## src/rtl/lpw_pkg.sv

```systemverilog
package lpw_pkg;
  typedef enum logic [1:0] {
    MD_NORMAL = 2'd0,
    MD_STOP   = 2'd1,
    MD_SLEEP  = 2'd2,
    MD_NREQ   = 2'd3
  } md_e;

  typedef enum logic [1:0] {
    PH_RUN    = 2'd0,
    PH_STOP   = 2'd1,
    PH_SLEEP  = 2'd2,
    PH_RSTOUT = 2'd3
  } ph_e;

  // forced wake only qualifies when cyclic sense is off
  function automatic logic frc_qual(input logic cyc_on, input logic frc_on);
    return frc_on & ~cyc_on;
  endfunction

  function automatic md_e xrst_target(input logic nreq);
    return nreq ? MD_NREQ : MD_NORMAL;
  endfunction
endpackage

```

## src/rtl/lpw_deglitch.sv

```systemverilog
module lpw_deglitch #(
  parameter int DGL_CYC = 75
) (
  input  logic clk,
  input  logic rst_n,
  input  logic pin_n,
  output logic held
);
  localparam int CW = (DGL_CYC < 2) ? 1 : $clog2(DGL_CYC);

  logic [CW-1:0] cnt;

  always_ff @(posedge clk or negedge rst_n) begin
    if (!rst_n) begin
      cnt  <= '0;
      held <= 1'b0;
    end else if (pin_n) begin
      cnt  <= '0;
      held <= 1'b0;
    end else if (cnt == CW'(DGL_CYC - 1)) begin
      held <= 1'b1;
    end else begin
      cnt <= cnt + 1'b1;
    end
  end


  release_chk: assert property (@(posedge clk) disable iff (!rst_n)
    pin_n |=> !held);
endmodule

```

## src/rtl/lpw_src.sv

```systemverilog
module lpw_src #(
  parameter int NSW = 4,
  localparam int MXW = (NSW < 2) ? 1 : $clog2(NSW),
  localparam int STW = NSW + 3
) (
  input  logic           clk,
  input  logic           rst_n,
  input  logic           capture,
  input  logic [NSW-1:0] sw_in,
  input  logic [NSW-1:0] sw_en,
  input  logic           mux_on,
  input  logic [MXW-1:0] mux_idx,
  input  logic           cyc_evt,
  input  logic           cyc_en,
  input  logic           frc_evt,
  input  logic           frc_en,
  input  logic           lin_evt,
  input  logic           lin_en,
  input  logic           cs,
  output logic [STW-1:0] rep_hit,
  output logic           cs_rise
);
  import lpw_pkg::*;

  function automatic logic [NSW-1:0] route_mask(input logic on, input logic [MXW-1:0] idx);
    logic [NSW-1:0] m;
    m = '0;
    for (int i = 0; i < NSW; i++) m[i] = on && (idx == MXW'(i));
    return m;
  endfunction

  function automatic logic [NSW-1:0] sw_change(input logic [NSW-1:0] now,
                                               input logic [NSW-1:0] base,
                                               input logic [NSW-1:0] en,
                                               input logic [NSW-1:0] blk);
    return (now ^ base) & en & ~blk;
  endfunction

  logic [NSW-1:0] sw_ref;
  logic           cs_q;
  logic [NSW-1:0] sw_hit;
  logic [NSW-1:0] mux_blk;

  always_ff @(posedge clk or negedge rst_n) begin
    if (!rst_n) begin
      sw_ref <= '0;
      cs_q   <= 1'b0;
    end else begin
      cs_q <= cs;
      if (capture) sw_ref <= sw_in;
    end
  end

  assign mux_blk = route_mask(mux_on, mux_idx);
  assign sw_hit  = sw_change(sw_in, sw_ref, sw_en, mux_blk);
  assign cs_rise = cs & ~cs_q;

  assign rep_hit = {lin_evt & lin_en,
                    frc_evt & frc_qual(cyc_en, frc_en),
                    cyc_evt & cyc_en,
                    sw_hit};


  cs_edge_once_chk: assert property (@(posedge clk) disable iff (!rst_n)
    cs_rise |=> !cs_rise);
endmodule

```

## src/rtl/lpw_stat.sv

```systemverilog
module lpw_stat #(
  parameter int NSW = 4,
  localparam int STW = NSW + 3
) (
  input  logic           clk,
  input  logic           rst_n,
  input  logic [STW-1:0] set,
  input  logic           rd_en,
  input  logic           rd_addr,
  input  logic [NSW-1:0] sw_in,
  output logic [STW-1:0] rd_data
);
  logic [STW-1:0] stat;
  logic           clr;

  assign clr = rd_en && !rd_addr;

  always_ff @(posedge clk or negedge rst_n) begin
    if (!rst_n) stat <= '0;
    else        stat <= (clr ? '0 : stat) | set;
  end

  always_comb begin
    if (rd_addr) rd_data = STW'(sw_in);
    else         rd_data = stat;
  end


  sticky_hold_chk: assert property (@(posedge clk) disable iff (!rst_n)
    (set == '0 && !clr) |=> $stable(stat));

  read_clear_chk: assert property (@(posedge clk) disable iff (!rst_n)
    (clr && set == '0) |=> stat == '0);
endmodule

```

## src/rtl/lp_wake_ctrl.sv

```systemverilog
module lp_wake_ctrl #(
  parameter int NSW     = 4,
  parameter int DGL_CYC = 75,
  parameter int RST_CYC = 16,
  localparam int MXW = (NSW < 2) ? 1 : $clog2(NSW),
  localparam int STW = NSW + 3,
  localparam int RCW = (RST_CYC < 2) ? 1 : $clog2(RST_CYC)
) (
  input  logic           clk,
  input  logic           rst_n,
  input  logic           lp_enter,
  input  logic           lp_sel,
  input  logic           nreq_cfg,
  input  logic [NSW-1:0] sw_in,
  input  logic [NSW-1:0] sw_en,
  input  logic           mux_on,
  input  logic [MXW-1:0] mux_idx,
  input  logic           cyc_evt,
  input  logic           cyc_en,
  input  logic           frc_evt,
  input  logic           frc_en,
  input  logic           lin_evt,
  input  logic           lin_en,
  input  logic           cs,
  input  logic           ext_rst_n,
  input  logic           rd_en,
  input  logic           rd_addr,
  output logic [STW-1:0] rd_data,
  output logic           wake_irq,
  output logic           reg_en,
  output logic           host_rst,
  output logic [1:0]     mode
);
  import lpw_pkg::*;

  ph_e            ph;
  md_e            run_md;
  logic [RCW-1:0] rcnt;

  // named internal events
  logic           xheld;
  logic           cs_rise;
  logic [STW-1:0] rep_hit;
  logic           rep_any;
  logic           capture;
  logic           stop_wake;
  logic           sleep_wake;
  logic [STW-1:0] stat_set;

  lpw_deglitch #(.DGL_CYC(DGL_CYC)) u_dgl (
    .clk(clk), .rst_n(rst_n), .pin_n(ext_rst_n), .held(xheld)
  );

  lpw_src #(.NSW(NSW)) u_src (
    .clk(clk), .rst_n(rst_n), .capture(capture),
    .sw_in(sw_in), .sw_en(sw_en), .mux_on(mux_on), .mux_idx(mux_idx),
    .cyc_evt(cyc_evt), .cyc_en(cyc_en), .frc_evt(frc_evt), .frc_en(frc_en),
    .lin_evt(lin_evt), .lin_en(lin_en), .cs(cs),
    .rep_hit(rep_hit), .cs_rise(cs_rise)
  );

  assign rep_any    = |rep_hit;
  assign capture    = (ph == PH_RUN) && lp_enter;
  assign stop_wake  = (ph == PH_STOP) && (rep_any || cs_rise || xheld);
  assign sleep_wake = (ph == PH_SLEEP) && rep_any;
  assign stat_set   = (stop_wake || sleep_wake) ? rep_hit : '0;

  lpw_stat #(.NSW(NSW)) u_stat (
    .clk(clk), .rst_n(rst_n), .set(stat_set),
    .rd_en(rd_en), .rd_addr(rd_addr), .sw_in(sw_in), .rd_data(rd_data)
  );

  always_ff @(posedge clk or negedge rst_n) begin
    if (!rst_n) begin
      ph       <= PH_RUN;
      run_md   <= MD_NORMAL;
      rcnt     <= '0;
      wake_irq <= 1'b0;
    end else begin
      wake_irq <= stop_wake && rep_any && !xheld;
      unique case (ph)
        PH_RUN: if (lp_enter) ph <= lp_sel ? PH_SLEEP : PH_STOP;
        PH_STOP: if (stop_wake) begin
          ph     <= PH_RUN;
          run_md <= xheld ? xrst_target(nreq_cfg) : MD_NORMAL;
        end
        PH_SLEEP: if (sleep_wake) begin
          ph     <= PH_RSTOUT;
          rcnt   <= '0;
          run_md <= MD_NORMAL;
        end
        PH_RSTOUT: begin
          if (rcnt == RCW'(RST_CYC - 1)) ph <= PH_RUN;
          else                           rcnt <= rcnt + 1'b1;
        end
        default: ph <= PH_RUN;
      endcase
    end
  end

  always_comb begin
    unique case (ph)
      PH_STOP:  mode = MD_STOP;
      PH_SLEEP: mode = MD_SLEEP;
      PH_RUN:   mode = run_md;
      default:  mode = MD_NORMAL;
    endcase
  end

  assign reg_en   = (ph != PH_SLEEP);
  assign host_rst = xheld || (ph == PH_RSTOUT);


  irq_pulse_chk: assert property (@(posedge clk) disable iff (!rst_n)
    wake_irq |=> !wake_irq);

  run_quiet_chk: assert property (@(posedge clk) disable iff (!rst_n)
    (ph == PH_RUN) |=> !wake_irq);

  sleep_restart_chk: assert property (@(posedge clk) disable iff (!rst_n)
    sleep_wake |=> (host_rst && reg_en && mode == MD_NORMAL));

  sleep_regoff_chk: assert property (@(posedge clk) disable iff (!rst_n)
    (mode == MD_SLEEP) |-> !reg_en);

  xrst_noirq_chk: assert property (@(posedge clk) disable iff (!rst_n)
    xheld |=> !wake_irq);

  cs_silent_chk: assert property (@(posedge clk) disable iff (!rst_n)
    (ph == PH_STOP && cs_rise && !rep_any && !xheld) |=> (!wake_irq && mode == MD_NORMAL));
endmodule

```

## config.mk

```make
export PLATFORM = sky130hd
export DESIGN_NAME = lp_wake_ctrl
export DESIGN_NICKNAME = d
export VERILOG_FILES = /design/src/rtl/lpw_pkg.sv /design/src/rtl/lpw_deglitch.sv /design/src/rtl/lpw_src.sv /design/src/rtl/lpw_stat.sv /design/src/rtl/lp_wake_ctrl.sv
export SDC_FILE = /design/constraint.sdc
export NUM_CORES = 1
export LEC_CHECK = 0
export BUFFER_PORTS_ARGS = -buffer_cell sky130_fd_sc_hd__buf_2
export CORE_MARGIN = 8
export CORE_UTILIZATION = 54
export CTS_CLUSTER_SIZE = 25
export DETAILED_ROUTE_END_ITERATION = 10
export HOLD_SLACK_MARGIN = 0.06
export PLACE_DENSITY = 0.91
export RECOVER_POWER = 25
export SKIP_LAST_GASP = 1
export SYNTH_ARGS = -nofsm -noshare
export SYNTH_HDL_FRONTEND = slang
export SYNTH_SLANG_ARGS = --single-unit
```

## constraint.sdc

```tcl
create_clock -name clk -period 2.9 [get_ports clk]
set_clock_uncertainty 0.2 [all_clocks]
set_input_delay 0.435 -clock clk [delete_from_list [all_inputs] [get_ports clk]]
set_output_delay 0.435 -clock clk [all_outputs]
set_load 0.005 [all_outputs]
```

==> metrics <==
clock-pin slew on the worst setup and hold paths 0.13 ns; post-route setup TNS 0 ns; final hold vios 0; RSZ-0062 raised after global routing no; vias in the first global route 1,250; Lkg Pwr 0.000798 uW; outcome complete, no violations; Vias per Instance 5.68; r2r startpoint u_src.sw_ref[0]; complex-gate fraction of the synthesized area 12.6%; # setup viols final 0; pin count of the biggest net entering global routing 29; Hold WC Path Type input pin to flop; reg-to-reg setup timing slack 1.16 ns; register area share after synthesis 49.6%; Crit path max-delay family buffers and inverters; fraction of synthesized area in multiplexers 6.38%; post-route clock period utilization 69.7%; # DRC 0; Max Cap Viol 0; Period minus WS final 2.02 ns; post-DP HPWL 2580 um; largest family of logic cells by synthesized area simple AND/OR/NAND/NOR gates; TritonCTS sink count 28; Row Count 18; Post-synth top flop dfrtp_1; Post-Route WL 3240 um; initial DRC count 42; Buffers on Ports 37; final net count 212; Core ar. 2480 sq um; post-synth top area cell dfrtp_1; Worst-Skew Late Latency 0.30 ns; commonest cells after routing, fill and taps aside buf_2 (35), dfrtp_1 (28), nand2_1 (17), nor2_1 (13), mux2_2 (8); hold path cells 2; initial antenna violation count 0; share of cells above drive strength 1 26.5%; slowest stage delay, CP 1.05 ns; register bit total from synthesis 28; Area Overhead vs Synth 17.7%; CTS max path bufs 2; Syn Inst Count 142; CP endpoint kind async pin; post-synthesis xor/xnor area fraction 6.21%; routed vias 1,199; CP Data Arrival Time 2.02 ns; startpoint types input pin; Post-Syn Area 1410 sq um; Min-Delay Endpoint u_dgl.cnt[0]; Max Slew Vio Count 0; die span in x 67.1 um; worst rel slew slack 3.85%; RR Endpoint ph[0]; worst slew pin tran 1.44 ns; fraction of registers with async set/reset 100%; Post-synth EDFFs 0; Synth Area in Adders 2.66%; Setup CP Type input pin to async pin; ANT nets after route 0; RePlAce Congestion 0.896; initial core utilization 57.0%; Netlist cell types 34; Reg2Reg Depth 5; Ant. Diodes 0; synth warn 0; CTS Buf Count 3; Syn Area/Cell 9.94 sq um; CTS tree done; Critical Path RT 2.90 ns; DRT Pass-1 Iters 4; critical path peak fanout 28; Synth area leaders dfrtp_1 (50%), mux2_2 (6.4%), nand2_1 (4.5%); Total Routing Usage GR 14.8%; Post-Synth Simple-Gate Area 20.3%; CP Cell Sequence dlygate4sd3_1, clkbuf_1; power density cells 704 nW/um^2; Hold Slack 0.170 ns; most common cell after layout, fill and taps aside buf_2; Hold Crit Start ext_rst_n; Fmax achieved 495 MHz; CTS root buf clkbuf_4; share of Yosys cell area claimed by the top area cell type 49.6%; Worst Path Buf+Inv 2; Post-Syn Nets 171; maximum vdd drop 0.389 mV; remaining global-route overflow 0; H-tree Lvls 1; io pins 38; Vert. Die Dim 67.1 um; drt wl/cell 15.3 um; die area 4510 sq um; slowest CP cell clkbuf_1; first-pass GRT wire length 5340 um
-- routing by layer --
layer / routed length, um / track usage (%) / vias to the layer above
li1: - / - / 580
met1: 1220 / 16.8 / 562
met2: 1650 / 27.0 / 51
met3: 314 / 3.02 / 6
met4: 53 / 4.44 / 0
met5: 0 / 0 / -
-- sequential cells by signal (all words and copies together), names as in the netlist --
| register | count |
|---|---|
| ph | 2 |
| rcnt | 4 |
| run_md | 1 |
| u_dgl.cnt | 7 |
| u_dgl.held | 1 |
| u_src.cs_q | 1 |
| u_src.sw_ref | 4 |
| u_stat.stat | 7 |
| wake_irq | 1 |
-- area by class of cell --
class	count	area, sq um
clock buffers	3	22.5
fillers	196	816
inverters	5	18.8
multi-input cells	106	679
flip-flops and latches	28	701
well taps	30	37.5
repair buffers	39	203
-- power by group --
group	leakage (uW)	internal, uW	switching (uW)
sequential	0.000363	497	90.2
clock	0.0000138	48.4	99.1
combinational	0.000421	210	224
-- cells in the mapped netlist (all sizes together), types with 4 or more instances --
| cell | instances |
|---|---|
| a21oi | 6 |
| dfrtp | 28 |
| inv | 5 |
| mux2 | 8 |
| nand2 | 17 |
| nand2b | 5 |
| nand3 | 6 |
| nor2 | 13 |
| nor2b | 4 |
| o21ai | 8 |
| xor2 | 7 |
-- worst reg2reg max path, stage by stage (launching register included) --
cell and delay [ns]:
dfrtp_1 0.41, xor2_1 0.17, o311ai_1 0.14, and4b_1 0.27, and2_1 0.19, a211o_1 0.26
-- stage by stage --
step / cells / total power [uW] / utilization (%) / worst slack, ns / cell area (sq um)
2_1_floorplan: 142 / 862 / - / 1.23 / 1410
3_3_place_gp: 206 / 991 / 65.5 / 1.06 / 1620
3_5_place_dp: 206 / 1030 / 65.5 / 0.968 / 1620
4_1_cts: 211 / 1170 / 67.2 / 1.01 / 1660
5_1_grt: 211 / 1250 / 67.1 / 0.557 / 1660
6_report: 211 / 1170 / 67.1 / 0.878 / 1660
-- logic make-up after synthesis --
group           count (synthesis)
xor+xnor                       10
mux                             8
buf+inv                         8
fa+ha+maj                       3
simple gates                   58
flops                          28
compound gates                 27
-- what timing repair did --
action,CTS,global route
resized for setup,0,0
hold buffers,2,0
endpoints found under the hold margin,29,0
buffers inserted,0,0
-- worst max-delay path by stage --
stage	startpoint	to	slack (ns)	cells past startpoint
after floorplan	rd_addr	rd_data[0]	1.23	2
after global placement	mux_idx[1]	ph[0]	1.06	5
after detailed placement	mux_on	ph[0]	0.97	6
after CTS	ph[1]	host_rst	1.01	3
after global routing	rst_n	u_src.sw_ref[3]	0.56	2
final	rst_n	u_src.sw_ref[3]	0.88	2
Power figures use the tool's default switching activity.
